--- src/rtl/ds_rx_packer.sv ---
module ds_rx_packer #(
  parameter int W = 32
) (
  input  logic                     clk,
  input  logic                     rst_n,
  input  logic                     ds_data,
  input  logic                     ds_strobe,
  input  logic                     clear,
  input  logic                     flush_start,
  output logic                     flush_pending,
  output logic                     word_valid,
  output logic [W-1:0]             word_data,
  output logic [$clog2(W+1)-1:0]   bit_level,
  output logic [$clog2(W+1)-1:0]   flushed_bits
);
  localparam int LW = $clog2(W+1);

  logic          prev_x, pend_q, vld_q;
  logic [W-1:0]  buf_q, word_q;
  logic [LW-1:0] lvl_q, cnt_q;

  wire          cur_x  = ds_data ^ ds_strobe;
  wire          bit_en = cur_x != prev_x;
  wire [W-1:0]  buf_nx = bit_en ? (buf_q | (W'(ds_data) << lvl_q)) : buf_q;
  wire [LW-1:0] lvl_nx = lvl_q + LW'(bit_en);
  wire          full   = lvl_nx == LW'(W);

  always_ff @(posedge clk or negedge rst_n) begin
    if (!rst_n) begin
      prev_x <= 1'b0;
      pend_q <= 1'b0;
      vld_q  <= 1'b0;
      buf_q  <= '0;
      word_q <= '0;
      lvl_q  <= '0;
      cnt_q  <= '0;
    end else if (clear) begin
      prev_x <= cur_x;
      pend_q <= 1'b0;
      vld_q  <= 1'b0;
      buf_q  <= '0;
      lvl_q  <= '0;
      cnt_q  <= '0;
    end else begin
      prev_x <= cur_x;
      vld_q  <= 1'b0;
      if (pend_q) begin
        pend_q <= 1'b0;
        cnt_q  <= lvl_nx;
        buf_q  <= '0;
        lvl_q  <= '0;
        if (lvl_nx != '0) begin
          vld_q  <= 1'b1;
          word_q <= buf_nx;
        end
      end else begin
        if (flush_start) pend_q <= 1'b1;
        if (full) begin
          vld_q  <= 1'b1;
          word_q <= buf_nx;
          buf_q  <= '0;
          lvl_q  <= '0;
        end else begin
          buf_q <= buf_nx;
          lvl_q <= lvl_nx;
        end
      end
    end
  end

  assign flush_pending = pend_q;
  assign word_valid    = vld_q;
  assign word_data     = word_q;
  assign bit_level     = lvl_q;
  assign flushed_bits  = cnt_q;

  p_no_edge_r2: assert property (@(posedge clk) disable iff (!rst_n)
    (!clear && !pend_q && !bit_en) |=> ($stable(bit_level) && !word_valid));
  p_level_bound_r5: assert property (@(posedge clk) disable iff (!rst_n)
    bit_level < LW'(W));
  p_push_empties_r4: assert property (@(posedge clk) disable iff (!rst_n)
    word_valid |-> (bit_level == '0));
  p_flush_done_r6: assert property (@(posedge clk) disable iff (!rst_n)
    (flush_pending && !clear) |=> !flush_pending);
  p_empty_flush_r8: assert property (@(posedge clk) disable iff (!rst_n)
    (flush_pending && !clear && bit_level == '0 && !bit_en) |=> (!word_valid && flushed_bits == '0));
  p_clear_hold_r9: assert property (@(posedge clk) disable iff (!rst_n)
    clear |=> (bit_level == '0 && !word_valid && !flush_pending && flushed_bits == '0));
endmodule

--- config.mk ---
export PLATFORM = sky130hd
export DESIGN_NAME = ds_rx_packer
export DESIGN_NICKNAME = d
export VERILOG_FILES = /design/src/rtl/ds_rx_packer.sv
export SDC_FILE = /design/constraint.sdc
export NUM_CORES = 1
export LEC_CHECK = 0
export CELL_PAD_IN_SITES_DETAIL_PLACEMENT = 2
export CELL_PAD_IN_SITES_GLOBAL_PLACEMENT = 2
export CORE_MARGIN = 2
export CORE_UTILIZATION = 46
export CTS_BUF_LIST = sky130_fd_sc_hd__clkbuf_2 sky130_fd_sc_hd__clkbuf_4 sky130_fd_sc_hd__clkbuf_8
export DETAILED_ROUTE_END_ITERATION = 10
export DONT_BUFFER_PORTS = 1
export PLACE_DENSITY = 0.9
export SYNTH_ARGS = -nofsm -noshare
export SYNTH_HDL_FRONTEND = slang
export SYNTH_SLANG_ARGS = --single-unit
export TNS_END_PERCENT = 10
--- constraint.sdc ---
create_clock -name clk -period 6.3 [get_ports clk]
set_clock_uncertainty 0.2 [all_clocks]
set_input_delay 0.945 -clock clk [delete_from_list [all_inputs] [get_ports clk]]
set_output_delay 0.945 -clock clk [all_outputs]
set_load 0.03 [all_outputs]
* Word-level counts from Yosys, hierarchy flattened *
Cells that the tools add are included.

operators by class
  multipliers = 0
  order comparisons = 0
  div/mod/pow operators = 0
  add/subtract/negate cells = 1
  bitwise logic cells = 3
  shift operators = 1
  equal/unequal tests = 3
  multiplexer cells = 19
  reduce and logical (&&, ||, !) cells = 4

operators with widths
  operator                                        number
  two-way mux 32 bit                              7
  OR 32 bit                                       1
  left shift 1 x 6 -> 32 bit                      1
  two-way mux 6 bit                               5
  two-way mux 1 bit                               7
  adder 6 x 1 -> 6 bit                            1
  equality test 6 bit (second input constant)     1
  nonzero test 6 bit                              1
  nonzero test 2 bit                              2
  AND reduction 3 bit                             1
  != test 2 x 1 -> 1 bit (second input constant)  1
  != test 1 bit                                   1
  NOT 1 bit                                       1
  XOR 1 bit                                       1

storage, ports and cells
  memories kept = 0
  memory bits (read-only) = 0
  input port bits = 6
  register bits after elaboration = 79
  latch bits = 0
  word-level logic and storage cells = 38
  output and inout port bits = 46
  memory bits (writable) = 0

* Depth between registers and ports, before layout *
Gate-level depths: netlist (run 1).

  depth after elaboration = 7
  mapped depth = 11
  gate-level depth less buffers = 10

* Least setup slack after synthesis (run 1) *
Ideal clock, no wire load.

  path kind = input to register
  from = in ds_data
  to = reg word_q[8], in the netlist word_data[8]
  buffers on the path = 1
  path slack = 2.712 ns
  required time = 6.021 ns
  stages on the path = 11
  arrival = 3.309 ns
  library setup time = 0.079 ns
  cell sequence = xor2_1 -> xnor2_1 -> inv_1 -> ha_1 -> ha_1 -> or3_1 -> nand3_2 -> a31oi_1 -> a211oi_4 -> buf_8 -> mux2i_1

between the ends
  longest elaborated chain between the ends = 6

ends and longest elaborated chain
  item                                                                    RTL line  source
  start, declared                                                         6         input logic ds_data,
  XOR 1 bit                                                               22        wire cur_x = ds_data ^ ds_strobe;
  != test 1 bit                                                           23        wire bit_en = cur_x != prev_x;
  adder 6 x 1 -> 6 bit                                                    25        wire [LW-1:0] lvl_nx = lvl_q + LW'(bit_en);
  nonzero test 6 bit or equality test 6 bit (tied branches)               52, 26
  != test 2 x 1 -> 1 bit (no line) or nonzero test 2 bit (tied branches)  n/a
  AND reduction 3 bit (no line)                                           n/a
  end signal, assigned                                                    54        word_q <= buf_nx;
  end signal, assigned                                                    60        word_q <= buf_nx;
  end, declared                                                           19        logic [W-1:0] buf_q, word_q;

Several ways; a longest one is shown, not always the timed one. The select of a mux whose other input is x is not followed.
A chain may end at the register's enable or synchronous reset.

* Worst setup path after layout (run 1) *
  from = in ds_data
  to = reg word_q[16], in the netlist word_data[16]

Same word-level chain as after synthesis.

==> run_results.csv, run 1 <==
group,metric,value,unit
sta,slew_viol_final,0,
sta,relSlewSlack,0.2006,
floorplan,core,6832,um^2
detailed_routing,drt-initial-drc-count,129,
power_and_ir_drop,p_sw_frac,0.2673,
logic_synthesis,synth_seq_cells,79,
floorplan,io_pins,52,
clocking,hold_buffers,0,
clocking,clockBufferDepth,2,
detailed_routing,finalWirelength,8.315,mm
logic_synthesis,synth.distinct_cells,34,
detailed_routing,top_layer_used,"met4",
sta,setup_slack,2.078,ns
logic_synthesis,netlist_area,3253,um^2
detailed_routing,vias,2103,
detailed_routing,post_drt_wl_per_cell,21.27,um
detailed_routing,wl_met2,4.206,mm
logic_synthesis,syn_nets,297,
floorplan,initial_core_util,0.4762,
place,gp_congestion,0.7511,
logic_synthesis,yosys_warnings,0,
final_layout,syn_to_final_growth,8.846,%
sta,worst_pin_slew,1.193,ns
sta,rsz0062_at_grt,"no",
floorplan,num_rows,30,
detailed_routing,dr_wl_met3,266,um
power_and_ir_drop,pwr-share-seq,0.491,
logic_synthesis,yosysSeqAreaShare,0.6077,
global_route,grt_pass1_vias,2410,
sta,max_freq,236.9,MHz
power_and_ir_drop,p_clk_frac,0.408,
power_and_ir_drop,powerDensity,325.7,nW/um^2
critical_path,cp_max_fo,20,
power_and_ir_drop,combPwrFrac,0.101,
sta,setup_violations,0,
sta,fin_hold_ws,0.08424,ns
global_route,antenna_found_initial,0,
clocking,cts_tree,"yes",
critical_path,end_kind,"flip-flop",
final_layout,regArea,1977,um^2
clocking,h-tree-depth,3,
place,place_ws,1.695,ns
outcome,outcome,"finished, final reports clean",
clocking,worst_skew_pair.late_latency,0.35,ns
logic_synthesis,avgSynthCellArea,11.26,um^2
sta,fin_tns_setup,0,ns
clocking,cts-root-buf,"clkbuf_8",
final_layout,final_nets,298,
logic_synthesis,syn_inst,289,
power_and_ir_drop,p_int,0.8451,mW
run,max_cap_viol_count,0,
sta,min_period,4.222,ns
global_route,grt_pass1_wl,13.44,mm
critical_path,crit_type,"in2reg",
final_layout,diodes,0,
clocking,clkTransAtPathRegs,0.08,ns
floorplan,fp.dieW,88.10,um
floorplan,die_area,7761,um^2
power_and_ir_drop,p_sw,0.3083,mW
place,portBuffers,0,
global_route,gr-usage-all-layers,0.2345,
final_layout,multi_input_area,1055,um^2
sta,hold_violations,0,
global_route,grt_max_degree,80,
final_layout,fill_cells,728,
critical_path,crit_arrival,4.28,ns
detailed_routing,antenna_left,0,
worst_hold_path,hold_path_class,"in2async",
place,hpwl,5.176,mm
sta,period_share,0.6701,
power_and_ir_drop,leakagePower,1.558,nW
detailed_routing,drc,0,
clocking,post_cts_buffers,0,
detailed_routing,m1WireLength,3.672,mm
detailed_routing,viasPerCell,5.379,
clocking,clock-sinks,79,
floorplan,die_h,88.10,um
clocking,cts_buffers,9,
global_route,overflow,0,
critical_path,required,6.36,ns
final_layout,drive_gt1_frac,0.08475,
clocking,ctsResizeCount,0,
detailed_routing,first_pass_iters,4,
power_and_ir_drop,peakVddDrop,0.1604,mV
critical_path,start_kind,"input pin",
## cells in the mapped netlist (all sizes together)
cell     number  area, um^2
a211oi        5       50.05
a21oi        28       140.1
a31oi         5       31.28
and2          3       18.77
and3          2       12.51
buf          11       97.58
clkbuf        1       3.750
dfrtp        79        1977
ha            2       25.02
inv          33       123.9
mux2i        34       340.3
nand2         2       7.510
nand2b        2       12.51
nand3         6       35.03
nand3b        2       15.01
nand4         1       6.260
nand4bb       1       11.26
nor2         57       214.0
nor3          4       25.02
nor3b         2       26.28
o21ai         1       5.000
or3           1       6.260
or3b          1       8.760
xnor2         3       26.28
xor2          3       33.79
## power by group through the flow
| stage | sequential [mW] | clock (mW) | combinational [mW] |
|---|---|---|---|
| 2_1_floorplan | 0.570 | 0 | 0.108 |
| 3_3_place_gp | 0.575 | 0 | 0.110 |
| 3_5_place_dp | 0.576 | 0 | 0.115 |
| 4_1_cts | 0.566 | 0.475 | 0.118 |
| 5_1_grt | 0.568 | 0.495 | 0.126 |
| 6_report | 0.566 | 0.471 | 0.117 |
## per-stage QoR
step | area, um^2 | std cells | total power [mW] | utilization
2_1_floorplan | 3253 | 289 | 0.6771 | -
3_5_place_dp | 3291 | 375 | 0.6914 | 0.4817
5_1_grt | 3541 | 391 | 1.189 | 0.5183
4_1_cts | 3541 | 391 | 1.159 | 0.5183
3_3_place_gp | 3291 | 375 | 0.6855 | 0.4817
6_report | 3541 | 391 | 1.153 | 0.5183
## state kept, by name (all words and copies together) (netlist names)
name           cells
prev_x             1
bit_level          6
flush_pending      1
buf_q             32
word_valid         1
flushed_bits       6
word_data         32
## layout by cell type, fill, tap and decap left out, types with 2 or more instances in the layout
master      Yosys  final
inv_1          33     33
clkbuf_8        0     10
nand3b_1        2      2
nor3_1          3      3
buf_4           3      2
mux2i_1        34     34
clkinvlp_4      0      2
nand2_1         2      2
ha_1            2      2
xor2_1          2      2
a21oi_1        28     28
a31oi_1         5      5
and2_1          3      3
xnor2_1         3      3
dfrtp_1        79     79
nor2_1         57     57
nand2b_1        2      2
and3_1          2      2
bufinv_16       0      3
a211oi_1        4      4
nand3_1         5      5
## cell type report
| cell class | instances | share of cell area |
|---|---|---|
| multi-input cells | 165 | 0.2979 |
| repair buffers | 2 | 0.004240 |
| clock buffers | 11 | 0.04099 |
| inverters | 33 | 0.03498 |
| flip-flops and latches | 79 | 0.5583 |
| well taps | 96 | 0.03392 |
| clock inverters | 5 | 0.02968 |
## worst paths after layout
kind / from / to / slack [ns] / cells past startpoint
hold / removal: rst_n / buf_q[5]$_DFF_PN0_ / 0.08 / 0
setup reg to reg: prev_x$_DFF_PN0_ / word_data[16]$_DFFE_PN0P_ / 2.45 / 10
hold reg to reg: buf_q[11]$_DFF_PN0_ / buf_q[11]$_DFF_PN0_ / 0.30 / 2
max in group asynchronous: rst_n / word_data[8]$_DFFE_PN0P_ / 5.67 / 0
setup / recovery: ds_data / word_data[16]$_DFFE_PN0P_ / 2.08 / 11
min in group clk: buf_q[11]$_DFF_PN0_ / buf_q[11]$_DFF_PN0_ / 0.30 / 2
## layer usage
layer / up-vias / GRT usage
li1: 940 / -
met4: 0 / 0.08678
met2: 48 / 0.3843
met1: 1104 / 0.3034
met3: 11 / 0.05844
met5: - / 0
## critical path: stages
cell and delay [ns]:
xor2_1 0.17, xnor2_1 0.39, inv_1 0.11, ha_1 0.24, ha_1 0.26, or3_1 0.35, nand3_2 0.10, a31oi_1 0.13
a211oi_4 0.82, buf_4 0.47, mux2i_1 0.27
## logic make-up (layout without fill, tap and decap cells)
| family | count (synthesis) | in the layout | share of synthesized area |
|---|---|---|---|
| AND/OR/NAND/NOR | 84 | 84 | 0.1227 |
| XOR/XNOR | 6 | 6 | 0.01847 |
| buffers and inverters | 45 | 51 | 0.06923 |
| adder cells (fa/ha/maj) | 2 | 2 | 0.007691 |
| AO/OA/AOI/OAI | 39 | 39 | 0.06961 |
| flip-flops | 79 | 79 | 0.6077 |
| multiplexers | 34 | 34 | 0.1046 |
No activity file was read; power rests on OpenSTA's default activity.
==> run 2: changes to the inputs <==
CORE_UTILIZATION = 38   (was 46)
PLACE_DENSITY = 0.79   (was 0.9)
clock period = 3.7 ns   (was 6.3 ns; I/O delays follow)
==> run_results.csv, run 2 (synthesis results as in run 1) <==
group,metric,value,unit
outcome,outcome,"finished, final reports clean",
clocking,h-tree-depth,3,
place,hpwl,4.948,mm
sta,period_share,0.8237,
floorplan,die_h,96.53,um
clocking,cts-root-buf,"clkbuf_8",
global_route,grt_pass1_vias,2418,
power_and_ir_drop,peakVddDrop,0.2575,mV
critical_path,crit_path_frequent_cell,"ha_1",
critical_path,cp_max_fo,33,
sta,min_period,3.048,ns
global_route,gr-usage-all-layers,0.1884,
sta,hold_violations,0,
sta,max_freq,328.1,MHz
critical_path,start_kind,"flip-flop",
global_route,overflow,0,
clocking,worst_skew_pair.late_latency,0.36,ns
clocking,hold_buffers,2,
sta,worst_pin_slew,0.7424,ns
worst_hold_path,hold_path_class,"in2reg",
sta,fin_hold_ws,0.05276,ns
sta,fin_tns_setup,0,ns
detailed_routing,post_drt_wl_per_cell,19.08,um
final_layout,drive_gt1_frac,0.08754,
power_and_ir_drop,powerDensity,534.5,nW/um^2
critical_path,critical_path.cell_chain,"xnor2_1 > inv_1 > ha_1 > ha_1 > or3_1 > nand3_2 > a31oi_1 > a211oi_4 > buf_12 > mux2i_1",
critical_path,crit_slowest_cell,"xnor2_1",
run,max_cap_viol_count,0,
final_layout,diodes,0,
floorplan,initial_core_util,0.3939,
place,gp_congestion,0.7651,
final_layout,utilization,0.4333,
global_route,grt_pass1_wl,12.88,mm
clocking,cts_tree,"yes",
sta,slew_viol_final,0,
floorplan,die_area,9317,um^2
detailed_routing,antenna_left,0,
clocking,clockBufferDepth,2,
sta,setup_violations,0,
power_and_ir_drop,power.total,1.913,mW
critical_path,slowest_delay,0.40,ns
final_layout,syn_to_final_growth,10.00,%
sta,relSlewSlack,0.5045,
power_and_ir_drop,leakagePower,1.573,nW
critical_path,crit_type,"reg2reg",
detailed_routing,viasPerCell,5.192,
floorplan,io_pins,52,
floorplan,num_rows,33,
detailed_routing,vias,2087,
detailed_routing,drc,0,
global_route,antenna_found_initial,0,
detailed_routing,first_pass_iters,4,
floorplan,core,8258,um^2
clocking,ctsResizeCount,0,
final_layout,layout_common_cells,"79 x dfrtp_1, 57 x nor2_1, 34 x mux2i_1, 33 x inv_1, 28 x a21oi_1",
clocking,cts_buffers,9,
clocking,post_cts_buffers,0,
final_layout,final_nets,301,
final_layout,final_common_cell,"dfrtp_1",
floorplan,fp.dieW,96.53,um
critical_path,crit_arrival,3.12,ns
critical_path,rrSetupSlack,0.65,ns
place,portBuffers,0,
clocking,clock-sinks,79,
final_layout,fill_cells,874,
detailed_routing,finalWirelength,7.670,mm
clocking,clkTransAtPathRegs,0.09,ns
critical_path,required,3.77,ns
global_route,grt_max_degree,80,
critical_path,end_kind,"flip-flop",
detailed_routing,drt-initial-drc-count,86,
sta,rsz0062_at_grt,"no",
==> run 2: critical path: cells and delay by family (launching register included) <==
kind                       cells  cell delay, ns
AOI/OAI and AO/OA              2            0.40
xor gates and xnor gates       1            0.40
adders and majority gates      2            0.50
buffers and inverters          2            0.36
DFF                            1            0.39
muxes                          1            0.22
and+or+nand+nor                2            0.44
==> run 2: final cells by class <==
class                      count  area (um^2)  area share
sequential                    79         1977      0.5524
clock buffer                  10        137.6     0.03846
timing repair buffer           5        72.57     0.02028
tap                          105        131.4     0.03671
multi-input combinational    165         1055      0.2948
clock inverter                 5        81.33     0.02273
inverter                      33        123.9     0.03462
==> run 2: through the flow <==
stage	setup slack (ns)	cells	cell area (um^2)
6_report	0.6524	402	3578
5_1_grt	0.4113	402	3578
4_1_cts	0.6449	402	3578
3_5_place_dp	0.3735	385	3322
3_3_place_gp	0.4748	385	3322
2_1_floorplan	0.5018	289	3253
==> run 2: report_power, final <==
part           switching, mW  internal (mW)  total (mW)
registers             0.0744          0.888       0.963
clock network          0.329          0.396       0.725
logic                  0.137         0.0884       0.225
==> run 2: layer usage <==
metal	GRT usage	up-vias	part of all wire	wire length [um]
met5	0	-	0	0
met4	0.07394	0	0.021	162
met3	0.05818	13	0.054	418
met2	0.3166	44	0.49	3768
met1	0.2266	1082	0.43	3321
li1	-	948	-	-
==> run 2: final timing paths <==
check | from | end | depth (start not counted)
worst max register to register | prev_x$_DFF_PN0_ | word_data[9]$_DFFE_PN0P_ | 10
max in group asynchronous | rst_n | word_data[1]$_DFFE_PN0P_ | 2
worst max-delay path | prev_x$_DFF_PN0_ | word_data[9]$_DFFE_PN0P_ | 10
worst min-delay path | clear | flushed_bits[1]$_DFFE_PN0P_ | 1
worst min register to register | buf_q[3]$_DFF_PN0_ | buf_q[3]$_DFF_PN0_ | 2
min in group asynchronous | rst_n | word_data[27]$_DFFE_PN0P_ | 2
